`config.mk`:
```
export PLATFORM = sky130hd
export DESIGN_NAME = dual_lane_memtest
export DESIGN_NICKNAME = d
export VERILOG_FILES = /design/src/rtl/memtest_pkg.sv /design/src/rtl/memtest_ctr.sv /design/src/rtl/memtest_lane.sv /design/src/rtl/dual_lane_memtest.sv
export SDC_FILE = /design/constraint.sdc
export NUM_CORES = 1
export LEC_CHECK = 0
export BUFFER_PORTS_ARGS = -buffer_cell sky130_fd_sc_hd__buf_2
export CORE_MARGIN = 1
export CORE_UTILIZATION = 28
export DETAILED_ROUTE_END_ITERATION = 6
export HOLD_SLACK_MARGIN = 0.03
export PLACE_DENSITY = 0.57
export SLEW_MARGIN = 20
export SYNTH_ARGS = -nofsm -noshare
export SYNTH_HDL_FRONTEND = slang
export SYNTH_SLANG_ARGS = --single-unit
```
`constraint.sdc`:
```
create_clock -name clk -period 3.3 [get_ports clk]
set_clock_uncertainty 0.15 [all_clocks]
set_input_delay 0.66 -clock clk [delete_from_list [all_inputs] [get_ports clk]]
set_output_delay 0.66 -clock clk [all_outputs]
set_load 0.005 [all_outputs]
```
`src/rtl/memtest_pkg.sv`:
```
// Shared step encoding, fault codes and data-word helpers for the memory self-test.
// Assumes a 16-bit word split into two byte halves.
package memtest_pkg;

    typedef enum logic [3:0] {
        ST_IDLE,
        ST_PRB_W, ST_PRB_R, ST_PRB_C,
        ST_PAT_W, ST_PAT_R, ST_PAT_C,
        ST_ADR_W0, ST_ADR_WL, ST_ADR_RL, ST_ADR_CL, ST_ADR_R0, ST_ADR_C0,
        ST_FIN
    } step_t;

    localparam logic [6:0] CODE_NONE   = 7'b0000000;
    localparam logic [6:0] CODE_DEAD   = 7'b1000100;  // | half
    localparam logic [6:0] CODE_FROZEN = 7'b1110000;  // | half
    localparam logic [6:0] CODE_FILL   = 7'b1001000;  // | fill index
    localparam logic [6:0] CODE_ALO    = 7'b1010000;
    localparam logic [6:0] CODE_AHI    = 7'b1010001;

    localparam logic [7:0] FLOAT_BYTE  = 8'hFF;
    localparam int         LOW_LINES   = 8;

    // Probe words for word 0: dead check uses 0,1; writability uses 2,3.
    function automatic logic [15:0] probe_word(input logic [1:0] idx);
        case (idx)
            2'd1:    probe_word = 16'h5555;
            2'd3:    probe_word = 16'hFFFF;
            default: probe_word = 16'h0000;
        endcase
    endfunction

    // Fill value for sweep index 0..3.
    function automatic logic [15:0] fill_word(input logic [1:0] idx);
        case (idx)
            2'd0:    fill_word = 16'h0000;
            2'd1:    fill_word = 16'h5555;
            2'd2:    fill_word = 16'hAAAA;
            default: fill_word = 16'hFFFF;
        endcase
    endfunction

    // Address-walk marker: tag in the upper half, its complement below.
    function automatic logic [15:0] marker_word(input logic [7:0] tag);
        marker_word = {tag, ~tag};
    endfunction

endpackage

```
`src/rtl/memtest_ctr.sv`:
```
// Up-counter with clear priority and a terminal flag at LIMIT.
// Assumes LIMIT fits in W bits.
module memtest_ctr #(
    parameter int          W     = 8,
    parameter int unsigned LIMIT = 255
) (
    input  logic         clk,
    input  logic         rst_n,
    input  logic         clr,
    input  logic         inc,
    output logic [W-1:0] q,
    output logic         at_last
);
    // Count register: clear wins over increment.
    always_ff @(posedge clk) begin
        if (!rst_n)   q <= '0;
        else if (clr) q <= '0;
        else if (inc) q <= q + 1'b1;
    end

    // Terminal value flag.
    assign at_last = (q == W'(LIMIT));
endmodule

```
`src/rtl/memtest_lane.sv`:
```
// Judge for one byte half: compares a read against the expected byte and
// keeps an earlier read to spot floating or write-ignoring halves.
// Assumes rd_byte is the registered RAM output for the current compare step.
module memtest_lane
    import memtest_pkg::*;
(
    input  logic       clk,
    input  logic       rst_n,
    input  logic [7:0] rd_byte,
    input  logic [7:0] exp_byte,
    input  logic       hold,
    output logic       mism,
    output logic       dead,
    output logic       frozen
);
    logic [7:0] first_q;

    // Keep the first read of a probe pair.
    always_ff @(posedge clk) begin
        if (!rst_n)    first_q <= '0;
        else if (hold) first_q <= rd_byte;
    end

    // Per-half verdicts for the current read.
    always_comb begin
        mism   = (rd_byte != exp_byte);
        dead   = (first_q == FLOAT_BYTE) && (rd_byte == FLOAT_BYTE);
        frozen = (first_q == rd_byte);
    end
endmodule

```
`src/rtl/dual_lane_memtest.sv`:
```
// Self-test sequencer for a two-half 16-bit synchronous SRAM.
// Order: dead-half probe, writability probe, four fill sweeps, address walk.
// Stops on the first fault and holds code/address until reset.
// Assumes read data is valid the cycle after mem_oe and holds until the next read.
module dual_lane_memtest
    import memtest_pkg::*;
#(
    parameter int AW = 15
) (
    input  logic          clk,
    input  logic          rst_n,
    input  logic          start,
    input  logic          pause,
    output logic [AW-1:0] mem_addr,
    output logic [15:0]   mem_wdata,
    input  logic [15:0]   mem_rdata,
    output logic          mem_we,
    output logic          mem_oe,
    output logic [1:0]    mem_be,
    output logic          busy,
    output logic          done,
    output logic          fail,
    output logic [6:0]    fail_code,
    output logic [AW-1:0] fail_addr
);
    localparam int          LW        = (AW > 1) ? $clog2(AW) : 1;
    localparam int unsigned WORD_LAST = (32'd1 << AW) - 32'd1;
    localparam int unsigned LINE_LAST = AW - 1;

    step_t          state, nxt;
    logic [1:0]     prb_q, prb_nxt, fill_q, fill_nxt;
    logic           fail_q;
    logic [6:0]     code_q;
    logic [AW-1:0]  faddr_q;

    logic           clr_a, inc_a, clr_l, inc_l, cap, lat, restart;
    logic [6:0]     f_code;
    logic [AW-1:0]  f_addr;
    logic [15:0]    exp_w;
    logic [AW-1:0]  word_q, line_addr;
    logic [LW-1:0]  line_q;
    logic           word_last, line_last;
    logic [1:0]     mism, dead, frozen;
    logic [7:0]     rd_tag, line_tag;

    memtest_ctr #(.W(AW), .LIMIT(WORD_LAST)) u_word (
        .clk(clk), .rst_n(rst_n), .clr(clr_a), .inc(inc_a),
        .q(word_q), .at_last(word_last)
    );

    memtest_ctr #(.W(LW), .LIMIT(LINE_LAST)) u_line (
        .clk(clk), .rst_n(rst_n), .clr(clr_l), .inc(inc_l),
        .q(line_q), .at_last(line_last)
    );

    for (genvar h = 0; h < 2; h++) begin : g_half
        memtest_lane u_half (
            .clk(clk), .rst_n(rst_n),
            .rd_byte(mem_rdata[8*h +: 8]), .exp_byte(exp_w[8*h +: 8]),
            .hold(cap), .mism(mism[h]), .dead(dead[h]), .frozen(frozen[h])
        );
    end

    assign line_addr = AW'(1) << line_q;
    assign line_tag  = 8'(line_q) + 8'd1;
    assign rd_tag    = mem_rdata[15:8];

    // Step sequencing, RAM strobes and fault classification.
    always_comb begin
        nxt = state;  prb_nxt = prb_q;  fill_nxt = fill_q;
        clr_a = 1'b0; inc_a = 1'b0; clr_l = 1'b0; inc_l = 1'b0;
        cap = 1'b0;   lat = 1'b0;   restart = 1'b0;
        f_code = CODE_NONE; f_addr = '0;
        exp_w = 16'h0000;
        mem_addr = '0; mem_wdata = 16'h0000; mem_we = 1'b0; mem_oe = 1'b0;
        case (state)
            ST_IDLE, ST_FIN: begin
                if (start && !fail_q) begin
                    restart = 1'b1; nxt = ST_PRB_W;
                    prb_nxt = 2'd0; fill_nxt = 2'd0; clr_a = 1'b1; clr_l = 1'b1;
                end
            end
            ST_PRB_W: begin
                mem_wdata = probe_word(prb_q);
                if (!pause) begin mem_we = 1'b1; nxt = ST_PRB_R; end
            end
            ST_PRB_R: if (!pause) begin mem_oe = 1'b1; nxt = ST_PRB_C; end
            ST_PRB_C: begin
                exp_w = probe_word(prb_q);
                case (prb_q)
                    2'd1: begin
                        if (dead[0])      begin lat = 1'b1; f_code = CODE_DEAD; end
                        else if (dead[1]) begin lat = 1'b1; f_code = CODE_DEAD | 7'd1; end
                        else begin prb_nxt = 2'd2; nxt = ST_PRB_W; end
                    end
                    2'd3: begin
                        if (frozen[0])      begin lat = 1'b1; f_code = CODE_FROZEN; end
                        else if (frozen[1]) begin lat = 1'b1; f_code = CODE_FROZEN | 7'd1; end
                        else begin clr_a = 1'b1; nxt = ST_PAT_W; end
                    end
                    default: begin cap = 1'b1; prb_nxt = prb_q + 2'd1; nxt = ST_PRB_W; end
                endcase
            end
            ST_PAT_W: begin
                mem_addr = word_q; mem_wdata = fill_word(fill_q);
                if (!pause) begin
                    mem_we = 1'b1;
                    if (word_last) begin clr_a = 1'b1; nxt = ST_PAT_R; end
                    else inc_a = 1'b1;
                end
            end
            ST_PAT_R: begin
                mem_addr = word_q;
                if (!pause) begin mem_oe = 1'b1; nxt = ST_PAT_C; end
            end
            ST_PAT_C: begin
                mem_addr = word_q; exp_w = fill_word(fill_q);
                if (|mism) begin
                    lat = 1'b1; f_code = CODE_FILL | {5'd0, fill_q}; f_addr = word_q;
                end else if (word_last) begin
                    clr_a = 1'b1;
                    if (fill_q == 2'd3) begin clr_l = 1'b1; nxt = ST_ADR_W0; end
                    else begin fill_nxt = fill_q + 2'd1; nxt = ST_PAT_W; end
                end else begin
                    inc_a = 1'b1; nxt = ST_PAT_R;
                end
            end
            ST_ADR_W0: begin
                mem_wdata = marker_word(8'd0);
                if (!pause) begin mem_we = 1'b1; nxt = ST_ADR_WL; end
            end
            ST_ADR_WL: begin
                mem_addr = line_addr; mem_wdata = marker_word(line_tag);
                if (!pause) begin
                    mem_we = 1'b1;
                    if (line_last) begin clr_l = 1'b1; nxt = ST_ADR_RL; end
                    else inc_l = 1'b1;
                end
            end
            ST_ADR_RL: begin
                mem_addr = line_addr;
                if (!pause) begin mem_oe = 1'b1; nxt = ST_ADR_CL; end
            end
            ST_ADR_CL: begin
                mem_addr = line_addr; exp_w = marker_word(line_tag);
                if (|mism) begin
                    lat = 1'b1; f_addr = line_addr;
                    f_code = (int'(line_q) < LOW_LINES) ? CODE_ALO : CODE_AHI;
                end else if (line_last) nxt = ST_ADR_R0;
                else begin inc_l = 1'b1; nxt = ST_ADR_RL; end
            end
            ST_ADR_R0: if (!pause) begin mem_oe = 1'b1; nxt = ST_ADR_C0; end
            ST_ADR_C0: begin
                exp_w = marker_word(8'd0);
                if (|mism) begin
                    lat = 1'b1;
                    f_code = (rd_tag != 8'd0 && int'(rd_tag) <= LOW_LINES) ? CODE_ALO : CODE_AHI;
                end else nxt = ST_FIN;
            end
            default: nxt = ST_IDLE;
        endcase
        if (lat) nxt = ST_FIN;
    end

    // Sequencer state and latched fault record.
    always_ff @(posedge clk) begin
        if (!rst_n) begin
            state <= ST_IDLE; prb_q <= '0; fill_q <= '0;
            fail_q <= 1'b0; code_q <= CODE_NONE; faddr_q <= '0;
        end else begin
            state <= nxt; prb_q <= prb_nxt; fill_q <= fill_nxt;
            if (lat) begin
                fail_q <= 1'b1; code_q <= f_code; faddr_q <= f_addr;
            end else if (restart) begin
                code_q <= CODE_NONE; faddr_q <= '0;
            end
        end
    end

    // Status outputs.
    assign mem_be    = (mem_we || mem_oe) ? 2'b11 : 2'b00;
    assign busy      = (state != ST_IDLE) && (state != ST_FIN);
    assign done      = (state == ST_FIN);
    assign fail      = fail_q;
    assign fail_code = code_q;
    assign fail_addr = faddr_q;
endmodule

```
Word level (Yosys, flattened, before mapping)
Index checks and enable logic that the tools add are counted.
- bits in registers: 66
- latch bits: 0
- memory bits (writable): 0
- ROM bits: 0
- output and inout port bits: 60
- word-level logic and storage cells: 210
- memories: 0
- add/subtract/negate cells: 5
- $mul: 0
- divide/modulo/power cells: 0
- $lt $le $gt $ge: 2
- eq/ne operators: 68
- shift operators: 1
- muxes and demuxes: 92
- bitwise gates (word level): 2
- reductions and logical operators: 29
- operators with widths (cell ; number):
    16-bit one-hot mux with 4 select lines ; 2
    4-bit 2-to-1 mux ; 20
    7-bit 2-to-1 mux ; 9
    15-bit 2-to-1 mux ; 4
    15-bit one-hot mux with 2 select lines ; 2
    4-bit one-hot mux with 13 select lines ; 1
    3-bit != test (second input constant) ; 17
    16-bit one-hot mux with 3 select lines ; 1
    18-bit AND reduction ; 2
    8-bit == test (second input constant) ; 4
    16-bit one-hot mux with 2 select lines ; 1
    1-bit 2-to-1 mux ; 31
    2-bit != test (second input constant) ; 15
    4-bit == test (second input constant) ; 7
    7-bit one-hot mux with 4 select lines ; 1
    4-bit != test (second input constant) ; 5
    2-bit 2-to-1 mux ; 9
    4-bit by 3-bit == test with 1-bit output (second input constant) ; 4
    8-bit == test ; 2
    8-bit != test ; 2
    15-bit by 1-bit adder with 15-bit output (second input constant) ; 1
    15-bit == test (second input constant) ; 1
    1-bit by 4-bit left shift with 15-bit output (first input constant) ; 1
    7-bit one-hot mux with 2 select lines ; 1
    other kinds (30) ; 56

Depth between registers and ports, before layout
- depth after elaboration: 9
- mapped depth: 13
- mapped depth without buffers: 10

Modules after synthesis
From an unflattened synthesis, not the netlist that was laid out.
- cell total of the unflattened synthesis: 552
- area, all modules: 4578.1 sq um
- by module, submodules not included (module ; instances ; cells an instance ; area an instance (sq um)):
    dual_lane_memtest ; 1 ; 345 ; 2641.3
    memtest_lane ; 2 ; 52 ; 501.7
    memtest_ctr at u_word ; 1 ; 83 ; 733.2
    memtest_ctr at u_line ; 1 ; 20 ; 200.2

Worst setup path before layout
Ideal clock, no wire load.
- path kind: register -> register
- start: reg u_line.q[2]
- end: reg u_line.q[3]
- setup time: 0.071 ns
- arrival time: 3.024 ns
- required time: 3.079 ns
- path slack: 0.055 ns
- cell stages (with the launch flop): 13
- period minus slack after synthesis: 3.245 ns
- cell sequence: dfxtp_1 -> clkbuf_1 -> clkbuf_1 -> inv_1 -> ha_1 -> nor2_1 -> o21bai_1 -> a221o_1 -> o221ai_1 -> nand4_1 -> o41a_1 -> or4_1 -> a21oi_1
- longest elaborated chain between the ends: 8
- elaborated cells between the ends (all ways): 17
- RTL lines (element ; RTL line ; source):
    start, declared ; memtest_ctr.sv:11 ; output logic [W-1:0] q,
    start signal, assigned ; memtest_ctr.sv:18 ; else if (inc) q <= q + 1'b1;
    4-bit by 1-bit adder with 5-bit output ; dual_lane_memtest.sv:65 ; assign line_tag = 8'(line_q) + 8'd1;
    5-bit NOT with 8-bit output ; memtest_pkg.sv:44 ; marker_word = {tag, ~tag};
    16-bit one-hot mux with 4 select lines ; dual_lane_memtest.sv:76 ; case (state)
    8-bit != test ; memtest_lane.sv:26 ; mism = (rd_byte != exp_byte);
    2-bit OR reduction ; dual_lane_memtest.sv:118, dual_lane_memtest.sv:146 ;
    1-bit 2-to-1 mux ; dual_lane_memtest.sv:118 ; if (|mism) begin
    1-bit one-hot mux with 3 select lines ; dual_lane_memtest.sv:76 ;
    2-bit OR reduction (no line) ; n/a ;
Parallel ways exist; a longest one is shown, timed or not.
A chain may end at the register's enable or synchronous reset.

Worst setup path in the final report
- start: reg fill_q[1]
- end: reg u_line.q[3]
- longest elaborated chain between the ends: 8
- elaborated cells between the ends (all ways): 16
- RTL lines (element ; RTL line ; source):
    start, declared ; dual_lane_memtest.sv:31 ; logic [1:0] prb_q, prb_nxt, fill_q, fill_nxt;
    start signal, assigned ; dual_lane_memtest.sv:171 ; state <= nxt; prb_q <= prb_nxt; fill_q <= fill_nxt;
    2-bit == test (tied with other cells) ; memtest_pkg.sv:34 ; case (idx)
    16-bit one-hot mux with 3 select lines ; memtest_pkg.sv:34 ;
    16-bit one-hot mux with 4 select lines ; dual_lane_memtest.sv:76 ;
    8-bit != test ; memtest_lane.sv:26 ;
    2-bit OR reduction ; dual_lane_memtest.sv:118, dual_lane_memtest.sv:146 ;
    1-bit 2-to-1 mux ; dual_lane_memtest.sv:118 ;
    1-bit one-hot mux with 3 select lines ; dual_lane_memtest.sv:76 ;
    2-bit OR reduction (no line) ; n/a ;
Parallel ways exist; a longest one is shown, timed or not.

==> results.json <==
{
  "setup_viol": 0,
  "cp_max_fo": 6,
  "internal_power_mw": 1.66,
  "ys_seq_elements": 66,
  "clkLatencyLatePin_ns": 0.34,
  "holdWs_ns": 0.311,
  "status": "complete, no violations",
  "synthCells": 604,
  "dr.pass1.iters": 5,
  "timing.slew.headroom": 0.588,
  "grt_pass1_wl_mm": 24.5,
  "final_nets": 725,
  "hold_viol_final": 0,
  "syn_area_um2": 4580,
  "hpwl_mm": 11.6,
  "rsz0062_at_grt": "false",
  "tightest_slew_ns": 0.612,
  "period_share": 0.967,
  "synth_top_area_share": 0.289,
  "comb_power_share": 0.197,
  "p_switching_mw": 0.700,
  "place.gp.congestion": 0.850,
  "p_leak_nw": 2.31,
  "drive_gt1_frac": 0.227,
  "fillCellCount": 1700,
  "cp-end-kind": "flop",
  "hold_path_class": "flop to flop",
  "clockPowerShare": 0.445,
  "ys_types": 60,
  "cap_violations": 0,
  "cts_buffers": 9,
  "dr.first_iter.drc_count": 334,
  "clock_sinks": 66,
  "peakVddDrop_mv": 0.190,
  "cp.required_ns": 3.43,
  "cp.arrival_ns": 3.32,
  "synth-main-ff-cell": "dfxtp_1",
  "mostFrequentLayoutCells": "85 x nand2_1, 79 x buf_2, 63 x dfxtp_1",
  "htree_levels": 3,
  "period_needed_ns": 3.19,
  "clk_pin_slew_worst_paths_ns": 0.07,
  "max_freq_mhz": 313,
  "wirelength_mm": 15.5,
  "synth.yosys.seq_area_share": 0.289,
  "avgSynthCellArea_um2": 7.58,
  "track_usage": 0.189,
  "antenna_cells": 0,
  "slew_viol_final": 0,
  "die_w_um": 130,
  "yosys.area.top_type": "dfxtp_1",
  "async_flop_share": 0,
  "synth_edf_count": 0,
  "syn_nets": 638,
  "core.rowCount": 46,
  "grt_max_degree": 25,
  "final_common_cell": "nand2_1",
  "cts_tree": "built",
  "core_area_um2": 15900,
  "ios": 80,
  "drc": 0,
  "start_util": 0.287,
  "io_buffers": 79,
  "grt_pass1_vias": 4349,
  "p_per_area_nw_per_um2": 411,
  "vias": 4840,
  "seqPwrFrac": 0.358,
  "grt-ovfl-total": 0,
  "cts_buffer_depth": 2,
  "wl_per_cell_um": 17.0,
  "post-cts-setup-buffers": 0,
  "syn_to_final_growth_pct": 25.4,
  "cts-root-buf": "clkbuf_16",
  "antenna_found_initial": 0,
  "criticalPathCategory": "flop to flop",
  "swShare": 0.297,
  "startpoint_type": "flop",
  "yosysWarnings": 0,
  "utilization": 0.360,
  "synthTopCellsByArea": "dfxtp_1 29%, nand2_1 7.0%, a21oi_1 5.6%",
  "fp.dieH_um": 130,
  "vias_per_cell": 5.31,
  "dieArea_um2": 16900,
  "ant_nets": 0
}
==> power groups by stage <==
stage          Combinational [mW]  Sequential (mW)  Clock (mW)
2_1_floorplan               0.290            0.855           0
3_3_place_gp                0.452            0.860           0
3_5_place_dp                0.450            0.860           0
4_1_cts                     0.453            0.843        1.06
5_1_grt                     0.512            0.847        1.10
6_report                    0.465            0.843        1.05
==> path summary, 6_finish.rpt <==
path	from	end	slack [ns]	cells after the start
setup / recovery	fill_q[1]$_SDFFE_PN0P_	u_line.q[3]$_SDFFE_PP0P_	0.11	9
hold / removal	fail_addr[3]$_SDFFE_PN0P_	fail_addr[3]$_SDFFE_PN0P_	0.31	1
setup reg to reg	fill_q[1]$_SDFFE_PN0P_	u_line.q[3]$_SDFFE_PP0P_	0.11	9
hold reg to reg	fail_addr[3]$_SDFFE_PN0P_	fail_addr[3]$_SDFFE_PN0P_	0.31	1
==> what timing repair did <==
| action | CTS | global route |
|---|---|---|
| setup endpoints to repair | 1 | 26 |
| hold buffers | 0 | 0 |
| pin swaps | 0 | 1 |
| gates resized for setup | 1 | 10 |
==> cell usage after synthesis (all sizes together), types with 11 or more instances <==
cell type,count
a21oi,51
a22oi,16
and3,11
buf,11
clkbuf,34
dfxtp,66
ha,14
inv,16
mux2i,11
nand2,85
nand3,26
nand3b,11
nand4,21
nor2,31
nor3,11
o21ai,31
o2bb2ai,16
xor2,20
==> state kept, by name, summed over array words and instances, names as in the netlist <==
register,count
u_word.q,15
fail_code,7
fill_q,2
fail,1
g_half.u_half.first_q,16
u_line.q,4
fail_addr,15
prb_q,2
state,4
==> stage by stage <==
step | setup TNS, ns | instance area, um2 | setup slack (ns) | instances | power [mW]
after floorplan | 0 | 4580 | 0.0553 | 604 | 1.14
after global placement | 0 | 5380 | 0.123 | 896 | 1.31
after detailed placement | -0.0111 | 5380 | -0.0111 | 896 | 1.31
after CTS | 0 | 5700 | 0.00559 | 911 | 2.36
after global routing | 0 | 5740 | 0.00172 | 911 | 2.46
final | 0 | 5740 | 0.110 | 911 | 2.36
==> routing by layer <==
layer,GRT usage,vias to the layer above,share of wire
met5,0,-,0
met4,0.0657,0,0.014
met3,0.0353,15,0.057
met2,0.289,142,0.45
met1,0.265,2280,0.48
li1,-,2403,-
==> critical path: stages (launching register included) <==
cell	delay, ns
dfxtp_2	0.39
ha_1	0.21
nor2_2	0.07
a2bb2oi_2	0.13
o21ai_0	0.25
mux2_2	0.39
or4_1	0.57
o41a_1	0.40
or4_1	0.41
a21oi_1	0.15
==> cell families (layout without fill, tap and decap cells) <==
logic type	Yosys count	in the layout	share of synthesized area
flip-flops	66	66	0.289
AO/OA/AOI/OAI	183	183	0.274
buffers and inverters	62	153	0.0566
XOR/XNOR	26	26	0.0498
AND/OR/NAND/NOR	240	240	0.264
adder cells (fa/ha/maj)	14	14	0.0383
multiplexers	13	13	0.0290
==> layout make-up <==
cell class / count / area (um2) / area share
multi-input combinational: 476 / 3040 / 0.529
inverter: 17 / 63.8 / 0.0111
tap: 216 / 270 / 0.0471
timing repair buffer: 121 / 723 / 0.126
sequential: 66 / 1330 / 0.231
clock buffer: 9 / 225 / 0.0392
clock inverter: 6 / 92.6 / 0.0161
No activity file was read; power rests on OpenSTA's default activity.
